**src/rtl/i2cs_pkg.sv**
```systemverilog
package i2cs_pkg;

    typedef enum logic [2:0] {
        ST_IDLE,   // waiting for a start condition
        ST_ADDR,   // shifting in the address frame
        ST_AACK,   // 9th clock of the address frame
        ST_SEND,   // shifting a data byte out
        ST_MACK,   // 9th clock of a data byte, controller answers
        ST_HOLD,   // SCL held low, waiting for a byte
        ST_DRAIN,  // transmit mode left, waiting for the dummy read
        ST_SKIP    // off the bus until the next start or stop
    } i2cs_state_e;

endpackage

```
**src/rtl/i2cs_sync.sv**
```systemverilog
module i2cs_sync #(
    parameter int WIDTH  = 2,
    parameter int STAGES = 2
) (
    input  logic             clk,
    input  logic             rst_n,
    input  logic [WIDTH-1:0] d_i,
    output logic [WIDTH-1:0] q_o
);

    for (genvar b = 0; b < WIDTH; b++) begin : g_bit
        logic [STAGES-1:0] chain_d;
        logic [STAGES-1:0] chain_q;

        always_comb begin
            chain_d = {chain_q[STAGES-2:0], d_i[b]};
        end

        always_ff @(posedge clk or negedge rst_n) begin
            if (!rst_n) begin
                chain_q <= '1;
            end else begin
                chain_q <= chain_d;
            end
        end

        assign q_o[b] = chain_q[STAGES-1];
    end

endmodule

```
**src/rtl/i2cs_cond.sv**
```systemverilog
module i2cs_cond (
    input  logic clk,
    input  logic rst_n,
    input  logic scl_s_i,
    input  logic sda_s_i,
    output logic scl_rise_o,
    output logic scl_fall_o,
    output logic start_o,
    output logic stop_o
);

    typedef struct packed {
        logic scl;
        logic sda;
    } prev_t;

    prev_t prev_d, prev_q;

    always_comb begin
        prev_d.scl = scl_s_i;
        prev_d.sda = sda_s_i;
    end

    always_ff @(posedge clk or negedge rst_n) begin
        if (!rst_n) begin
            prev_q <= '{scl: 1'b1, sda: 1'b1};
        end else begin
            prev_q <= prev_d;
        end
    end

    // SCL must be high on both samples so that an SCL edge in the same
    // cycle never reads as a bus condition.
    assign scl_rise_o = scl_s_i & ~prev_q.scl;
    assign scl_fall_o = ~scl_s_i & prev_q.scl;
    assign start_o    = scl_s_i & prev_q.scl & prev_q.sda & ~sda_s_i;
    assign stop_o     = scl_s_i & prev_q.scl & ~prev_q.sda & sda_s_i;

endmodule

```
**src/rtl/i2cs_txbuf.sv**
```systemverilog
module i2cs_txbuf #(
    parameter int DATA_W = 8
) (
    input  logic              clk,
    input  logic              rst_n,
    input  logic              wr_i,
    input  logic [DATA_W-1:0] wdata_i,
    input  logic              take_i,
    output logic [DATA_W-1:0] data_o,
    output logic              empty_o
);

    typedef struct packed {
        logic [DATA_W-1:0] data;
        logic              empty;
    } buf_t;

    buf_t buf_d, buf_q;

    always_comb begin
        buf_d = buf_q;
        if (take_i) begin
            buf_d.empty = 1'b1;
        end
        if (wr_i) begin
            buf_d.data  = wdata_i;
            buf_d.empty = 1'b0;
        end
    end

    always_ff @(posedge clk or negedge rst_n) begin
        if (!rst_n) begin
            buf_q <= '{data: '0, empty: 1'b1};
        end else begin
            buf_q <= buf_d;
        end
    end

    assign data_o  = buf_q.data;
    assign empty_o = buf_q.empty;

endmodule

```
**src/rtl/i2c_tx_slave.sv**
```systemverilog
module i2c_tx_slave #(
    parameter int DATA_W      = 8,
    parameter int SYNC_STAGES = 2
) (
    input  logic              clk,
    input  logic              rst_n,
    input  logic              scl_i,
    input  logic              sda_i,
    output logic              scl_pull_o,
    output logic              sda_pull_o,
    input  logic [DATA_W-2:0] own_addr_i,
    input  logic              ack_lvl_i,
    input  logic              wr_tx_i,
    input  logic [DATA_W-1:0] tx_byte_i,
    input  logic              clr_tend_i,
    input  logic              clr_xmit_i,
    input  logic              rd_rx_i,
    output logic [DATA_W-1:0] rx_byte_o,
    output logic              tx_empty_o,
    output logic              tx_end_o,
    output logic              xmit_mode_o
);

    import i2cs_pkg::*;

    localparam int              CNT_W = $clog2(DATA_W + 1);
    localparam logic [CNT_W-1:0] FRAME = CNT_W'(DATA_W);

    typedef struct packed {
        i2cs_state_e       state;
        logic [CNT_W-1:0]  cnt;
        logic [DATA_W-1:0] sh;
        logic [DATA_W-1:0] rx;
        logic              sda_pull;
        logic              scl_pull;
        logic              xmit;
        logic              tend;
        logic              mnack;
    } core_t;

    core_t r_d, r_q;

    logic              scl_s, sda_s;
    logic              scl_rise, scl_fall, start_evt, stop_evt;
    logic              take;
    logic [DATA_W-1:0] hold_data;
    logic              hold_empty;
    logic              next_byte;

    i2cs_sync #(
        .WIDTH  (2),
        .STAGES (SYNC_STAGES)
    ) u_sync (
        .clk   (clk),
        .rst_n (rst_n),
        .d_i   ({scl_i, sda_i}),
        .q_o   ({scl_s, sda_s})
    );

    i2cs_cond u_cond (
        .clk        (clk),
        .rst_n      (rst_n),
        .scl_s_i    (scl_s),
        .sda_s_i    (sda_s),
        .scl_rise_o (scl_rise),
        .scl_fall_o (scl_fall),
        .start_o    (start_evt),
        .stop_o     (stop_evt)
    );

    i2cs_txbuf #(
        .DATA_W (DATA_W)
    ) u_txbuf (
        .clk     (clk),
        .rst_n   (rst_n),
        .wr_i    (wr_tx_i),
        .wdata_i (tx_byte_i),
        .take_i  (take),
        .data_o  (hold_data),
        .empty_o (hold_empty)
    );

    always_comb begin
        r_d       = r_q;
        take      = 1'b0;
        next_byte = 1'b0;

        if (clr_tend_i) begin
            r_d.tend = 1'b0;
        end
        if (clr_xmit_i) begin
            r_d.xmit = 1'b0;
        end

        if (start_evt || stop_evt) begin
            r_d.state    = start_evt ? ST_ADDR : ST_IDLE;
            r_d.cnt      = '0;
            r_d.sda_pull = 1'b0;
            r_d.scl_pull = 1'b0;
            r_d.xmit     = 1'b0;
        end else begin
            unique case (r_q.state)
                ST_ADDR: begin
                    if (scl_rise) begin
                        r_d.sh  = {r_q.sh[DATA_W-2:0], sda_s};
                        r_d.cnt = r_q.cnt + 1'b1;
                    end else if (scl_fall && r_q.cnt == FRAME) begin
                        if (r_q.sh[DATA_W-1:1] == own_addr_i) begin
                            r_d.state    = ST_AACK;
                            r_d.sda_pull = ~ack_lvl_i;
                        end else begin
                            r_d.state = ST_SKIP;
                        end
                    end
                end
                ST_AACK: begin
                    if (scl_rise) begin
                        r_d.rx = r_q.sh;
                        if (r_q.sh[0] && r_q.sda_pull) begin
                            r_d.xmit = 1'b1;
                        end
                    end else if (scl_fall) begin
                        r_d.sda_pull = 1'b0;
                        if (r_q.xmit) begin
                            next_byte = 1'b1;
                        end else begin
                            r_d.state = ST_SKIP;
                        end
                    end
                end
                ST_SEND: begin
                    if (scl_rise) begin
                        r_d.cnt = r_q.cnt + 1'b1;
                    end else if (scl_fall) begin
                        if (r_q.cnt == FRAME) begin
                            r_d.sda_pull = 1'b0;
                            r_d.state    = ST_MACK;
                        end else begin
                            r_d.sh       = {r_q.sh[DATA_W-2:0], 1'b0};
                            r_d.sda_pull = ~r_q.sh[DATA_W-2];
                        end
                    end
                end
                ST_MACK: begin
                    if (scl_rise) begin
                        r_d.mnack = sda_s;
                        if (hold_empty) begin
                            r_d.tend = 1'b1;
                        end
                    end else if (scl_fall) begin
                        if (r_q.mnack) begin
                            r_d.state = ST_SKIP;
                        end else begin
                            next_byte = 1'b1;
                        end
                    end
                end
                ST_HOLD: begin
                    if (!r_q.xmit) begin
                        r_d.state = ST_DRAIN;
                    end else begin
                        next_byte = 1'b1;
                    end
                end
                ST_DRAIN: begin
                    if (rd_rx_i) begin
                        r_d.scl_pull = 1'b0;
                        r_d.state    = ST_SKIP;
                    end
                end
                default: begin
                end
            endcase

            if (next_byte) begin
                if (!hold_empty) begin
                    take         = 1'b1;
                    r_d.sh       = hold_data;
                    r_d.sda_pull = ~hold_data[DATA_W-1];
                    r_d.cnt      = '0;
                    r_d.scl_pull = 1'b0;
                    r_d.state    = ST_SEND;
                end else begin
                    r_d.scl_pull = 1'b1;
                    r_d.state    = ST_HOLD;
                end
            end
        end
    end

    always_ff @(posedge clk or negedge rst_n) begin
        if (!rst_n) begin
            r_q <= '{state: ST_IDLE, cnt: '0, sh: '0, rx: '0, sda_pull: 1'b0,
                     scl_pull: 1'b0, xmit: 1'b0, tend: 1'b0, mnack: 1'b0};
        end else begin
            r_q <= r_d;
        end
    end

    assign scl_pull_o  = r_q.scl_pull;
    assign sda_pull_o  = r_q.sda_pull;
    assign rx_byte_o   = r_q.rx;
    assign tx_empty_o  = hold_empty;
    assign tx_end_o    = r_q.tend;
    assign xmit_mode_o = r_q.xmit;

endmodule

```
**config.mk**
```make
export PLATFORM = sky130hd
export DESIGN_NAME = i2c_tx_slave
export DESIGN_NICKNAME = d
export VERILOG_FILES = /design/src/rtl/i2cs_pkg.sv /design/src/rtl/i2cs_sync.sv /design/src/rtl/i2cs_cond.sv /design/src/rtl/i2cs_txbuf.sv /design/src/rtl/i2c_tx_slave.sv
export SDC_FILE = /design/constraint.sdc
export NUM_CORES = 1
export LEC_CHECK = 0
export BUFFER_PORTS_ARGS = -buffer_cell sky130_fd_sc_hd__buf_2
export CORE_ASPECT_RATIO = 0.75
export CORE_MARGIN = 1.5
export CORE_UTILIZATION = 45
export DETAILED_ROUTE_END_ITERATION = 10
export PLACE_DENSITY = 0.78
export SYNTH_ARGS = -nofsm -noshare
export SYNTH_HDL_FRONTEND = slang
export SYNTH_SLANG_ARGS = --single-unit
```
**constraint.sdc**
```tcl
create_clock -name clk -period 2.8 [get_ports clk]
set_input_delay 0.14 -clock clk [delete_from_list [all_inputs] [get_ports clk]]
set_output_delay 0.14 -clock clk [all_outputs]
set_load 0.01 [all_outputs]
```
Yosys cells after proc, flatten, opt, wreduce, memory -nomap -nowiden --
Index checks and enable logic that the tools add are counted.
Cells by class: magnitude comparators 0, $add $sub $neg 1, reductions and logical operators 11, div/mod/pow operators 0, multiply operators 0, equality and inequality tests 21, multiplexer cells 63, bitwise gates (word level) 15, shift operators 0
Operator list (count):
- $ne A4 B4 Y1 const B | 13
- $mux W3 | 16
- $mux W1 | 31
- $mux W12 | 2
- $mux W8 | 3
- $pmux W12 S2 | 1
- $pmux W3 S6 | 1
- $mux W15 | 1
- $reduce_and A14 Y1 | 1
- $eq A3 B3 Y1 const B | 3
- $mux W2 | 4
- $not A1 Y1 | 8
- $reduce_bool A8 Y1 | 1
- $and A1 B1 Y1 | 7
- $eq A7 B7 Y1 | 1
- $mux W7 | 1
- $eq A3 B2 Y1 const B | 2
- $pmux W1 S3 | 2
- $reduce_and A3 Y1 | 2
- $reduce_bool A3 Y1 | 2
- $add A4 B1 Y4 const B | 1
- $eq A4 B4 Y1 const B | 1
- $mux W4 | 1
- $eq A3 B1 Y1 const B | 1
- 4 further kinds | 5
Storage, ports and cells: output and inout port bits 13, memories 0, latch bits 0, RAM bits 0, flip-flop bits (word level) 43, logic and storage cells 126, ROM bits 0, input bits 24

Depth between registers and ports, before layout --
depth after elaboration 10, gate-level depth with buffers 7, gate-level depth less buffers 7

Hierarchy --
From an unflattened synthesis, not the netlist that was laid out.
Second synthesis, totals: cells, all modules 208, area, all modules 2373.5 um2
Modules (own cells, without submodules):
- i2c_tx_slave | cells each 177, area each 1800.5 um2, seq. area each 700.7 um2, times used 1
- i2cs_txbuf | cells each 19, area each 367.9 um2, seq. area each 226.5 um2, times used 1
- i2cs_sync | cells each 6, area each 120.1 um2, seq. area each 105.1 um2, times used 1
- i2cs_cond | cells each 6, area each 85.1 um2, seq. area each 52.6 um2, times used 1

Worst setup path before layout --
No wires, ideal clock.
kind flip-flop to flip-flop, start reg r_q[26] in the netlist's numbering, end reg r_q[15] in the netlist's numbering, setup time 126 ps, data required time 2674 ps, data arrival time 1578 ps, buffers on the path 1, clock period less this slack 1704 ps, path slack 1096 ps, stages on the path, launching flop included 7, cell sequence dfrtp_1 buf_6 nor4b_4 o21ai_4 a21oi_4 o221ai_2 a221o_1
Between the ends: word-level cells in the longest chain between the ends 4, elaborated cells on any way between the ends 10, classes of those cells 5 x eq/ne; 5 x mux
Ends and longest elaborated chain:
- from (decl) | RTL line i2c_tx_slave.sv:41 | core_t r_d, r_q;
- from (signal assigned) | RTL line i2c_tx_slave.sv:193 | r_q <= '{state: ST_IDLE, cnt: '0, sh: '0, rx: '0, sda_pull: 1'b0,
- from (signal assigned) | RTL line i2c_tx_slave.sv:196 | r_q <= r_d;
- $eq A3 B3 Y1 (tied with other cells) | RTL line i2c_tx_slave.sv:102 | unique case (r_q.state)
- $pmux W1 S3 or $pmux W12 S2 (tied branches) | RTL line i2c_tx_slave.sv:102
- $mux W1 or $mux W12 (tied branches) | RTL line i2c_tx_slave.sv:95, i2c_tx_slave.sv:176
- $mux W15 (*) | RTL line i2c_tx_slave.sv:175 | if (next_byte) begin
Every way passes the cells marked *; elsewhere a longest branch is shown, timed or not. The select of a mux whose other input is x is not followed. A chain may end at the register's enable or synchronous reset.

Worst setup path after layout --
start reg r_q[26] in the netlist's numbering, end reg r_q[17] in the netlist's numbering
Same word-level chain as after synthesis.

==> flow_summary_export.csv <==
group,metric,value,unit
run_status,status,"finished with violations",
run_status,violations,"DRC, hold timing",
hold_path,hold_path.class,"in -> async",
timing,tightest_slew,0.9061,ns
floorplanning,die_y,64.68,um
layout,fin_nets,257,
floorplanning,start_util,46.58,%
logic_synthesis,synth_top_area_share,39.47,%
logic_synthesis,ys_top_cells_by_area,"dfrtp_1 (39%), mux2_2 (8.4%), dfstp_2 (8.1%)",
logic_synthesis,ys_seq_elements,43,
critical_path,cp-end-kind,"register",
timing,clock-skew-final,0.008394,ns
critical_path,start_kind,"register",
timing,fin_setup_tns,0,ns
detailed_routing,ant_nets,0,
critical_path,arrival,2.30,ns
grt,grt.overflow.total,0,
detailed_routing,drtIter0Drc,207,
flow_run,drv_cap,0,
pwr,switching_power,705.0,uW
floorplanning,core_area,0.004900,mm2
detailed_routing,drc,1,
clock_tree,cts_tree,"built",
timing,fmax,472.7,MHz
logic_synthesis,synth_ff_type,"dfrtp_1",
logic_synthesis,ys_async_sr_fraction,100.0,%
logic_synthesis,ys_seq_area_share,47.53,%
timing,period_share,75.56,%
critical_path,cp_data_required_time,2.98,ns
clock_tree,cts_buffers,5,
layout,syn2layout_area_growth,11.24,%
place,gp_congestion,0.9075,
timing,min_period,2.116,ns
logic_synthesis,synth_edf_count,0,
logic_synthesis,synth_cells,201,
pwr,leakage,1.172,nW
grt,grt_pass1_vias,1456,
clock_tree,path_clk_slew,0.08,ns
pwr,ir_worst_vdd,0.3652,mV
timing,timing.hold.ws,-0.04010,ns
critical_path,critPathKind,"reg -> reg",
logic_synthesis,synth_cell_type_count,57,
pwr,p_per_area,766.9,mW/mm2
critical_path,r2r-end,"r_q[17]",
logic_synthesis,syn-num-nets,227,
place,place_hpwl,3396,um
timing,final-setup-viol-count,0,
pwr,swShare,36.21,%
logic_synthesis,syn_area_per_cell,11.35,um2
timing,rsz0062_at_grt,"no",
grt,grt_pass1_wl,7728,um
critical_path,reg2reg_depth,5,
clock_tree,h-tree-depth,2,
layout,final_cell_mix,"buf_2 (36), dfrtp_1 (36), mux2_2 (17)",
logic_synthesis,synth_top_cell_by_area,"dfrtp_1",
critical_path,reg2reg_slack,0.68,ns
place,place_area,0.002432,mm2
critical_path,cp_max_fo,20,
place,io_buffers,36,
timing,hold_viol,36,
clock_tree,postCtsSetupRepairBufs,0,
layout,final_util,51.81,%
pwr,pwr-share-clk,19.7,%
detailed_routing,routed_wl,4536,um
timing,finalMaxSlewViolations,0,
pwr,p_int,1.242,mW
logic_synthesis,yosys_warnings,0,
logic_synthesis,synthesis.area,0.002282,mm2
pwr,seq_power_share,50.8,%
clock_tree,holdBufCountCts,2,
clock_tree,cts_sinks,43,
pwr,pwr-share-comb,29.5,%
floorplanning,die_w,85.23,um
detailed_routing,drt_pre_antenna_iters,7,
layout,drive_above_1_share,33.19,%
grt,grt_usage,18.40,%
critical_path,r2r_start,"r_q[26]",
layout,fin_area,0.002539,mm2
clock_tree,clockBufferDepth,2,
floorplanning,design.portCount,37,
detailed_routing,wl_per_cell,15.53,um
clock_tree,cts_resized,0,
floorplanning,row_count,22,
grt,grt_max_degree,44,
layout,antennaDiodeCount,0,
clock_tree,clkLatencyLatePin,0.30,ns
grt,antenna_found_initial,0,
critical_path,cp-startpoint,"r_q[26]",
timing,relSlewSlack,39.59,%
clock_tree,cts_root_buffer,"clkbuf_8",
floorplanning,fp.dieArea,0.005512,mm2
detailed_routing,via_per_inst,5.548,
detailed_routing,vias,1620,
## stage by stage
| step | power (mW) | hold WS (ns) | setup slack, ns | std cells |
|---|---|---|---|---|
| after floorplan | 1.457 | -0.1556 | 1.096 | 201 |
| after global placement | 1.553 | 0.2473 | 0.8031 | 282 |
| after detailed placement | 1.571 | 0.2462 | 0.7204 | 282 |
| after CTS | 1.964 | 0.007332 | 0.7144 | 292 |
| after global routing | 2.085 | 0.03238 | 0.5598 | 292 |
| final | 1.947 | -0.04010 | 0.6844 | 292 |
## sequential cells by signal, indices dropped and copies added, names as in the netlist
register / flops
r_q: 16
rx_byte_o: 8
u_txbuf.data_o: 8
u_sync.g_bit.chain_q: 4
u_cond.prev_q: 2
scl_pull_o: 1
sda_pull_o: 1
tx_end_o: 1
u_txbuf.empty_o: 1
xmit_mode_o: 1
## routing by layer
metal,wire length (um),track usage [%],vias to the layer above
met2,1932,24.40,54
met3,286,5.732,4
met4,32,4.303,0
met1,2284,28.83,779
li1,-,-,783
met5,0,0,-
## worst max path at each step
stage | end | slack [ns] | cells after the start
after global placement | r_q[17] | 0.80 | 5
after CTS | r_q[17] | 0.71 | 5
after floorplan | r_q[15] | 1.10 | 6
after global routing | r_q[20] | 0.56 | 5
final | r_q[17] | 0.68 | 5
after detailed placement | r_q[17] | 0.72 | 5
## critical path, stage by stage, from the launching register on
cell      delay, ns
dfrtp_1        0.79
and4bb_4       0.35
o21ai_4        0.10
a21oi_4        0.23
o221ai_2       0.14
a221o_1        0.38
## power groups by stage
stage	Sequential [mW]	Clock [mW]	Combinational, mW
global placement	0.991	0	0.562
floorplan	0.885	0	0.572
finish	0.989	0.383	0.574
detailed placement	0.997	0	0.574
CTS	0.987	0.397	0.580
global route	1.02	0.424	0.642
## cell usage after synthesis, types with 2 or more instances
| cell type | number |
|---|---|
| or4_1 | 2 |
| o21ai_0 | 8 |
| nand4_1 | 3 |
| nand3_1 | 2 |
| nand2_1 | 11 |
| ha_1 | 2 |
| nor3_1 | 3 |
| nand2b_1 | 5 |
| clkbuf_1 | 2 |
| a32oi_1 | 2 |
| mux2_2 | 17 |
| nor2_1 | 13 |
| inv_1 | 10 |
| dfstp_2 | 7 |
| dfrtp_1 | 36 |
| buf_4 | 8 |
| a221o_1 | 2 |
| a211oi_1 | 2 |
| a21oi_1 | 7 |
| nand3b_1 | 3 |
| a22oi_1 | 4 |
| buf_2 | 3 |
| o211ai_1 | 2 |
| buf_6 | 2 |
| xor2_1 | 11 |
| nor2b_1 | 2 |
| and4b_1 | 2 |
## kinds of logic after synthesis
family | synth area share (%)
xor gates and xnor gates | 4.605
AOI/OAI and AO/OA | 14.64
buffers and inverters | 6.250
adders and majority gates | 1.096
and+or+nand+nor | 17.05
DFF | 47.53
muxes | 8.827
## area by class of cell
cell class | count | area [um2]
clock buffers | 6 | 72.57
clock inverters | 2 | 13.76
fillers | 459 | 2361
inverters | 10 | 37.54
multi-input cells | 133 | 1055
flip-flops and latches | 43 | 1085
well taps | 60 | 75.07
repair buffers | 38 | 200.2
(Power assumes the default switching activity.)
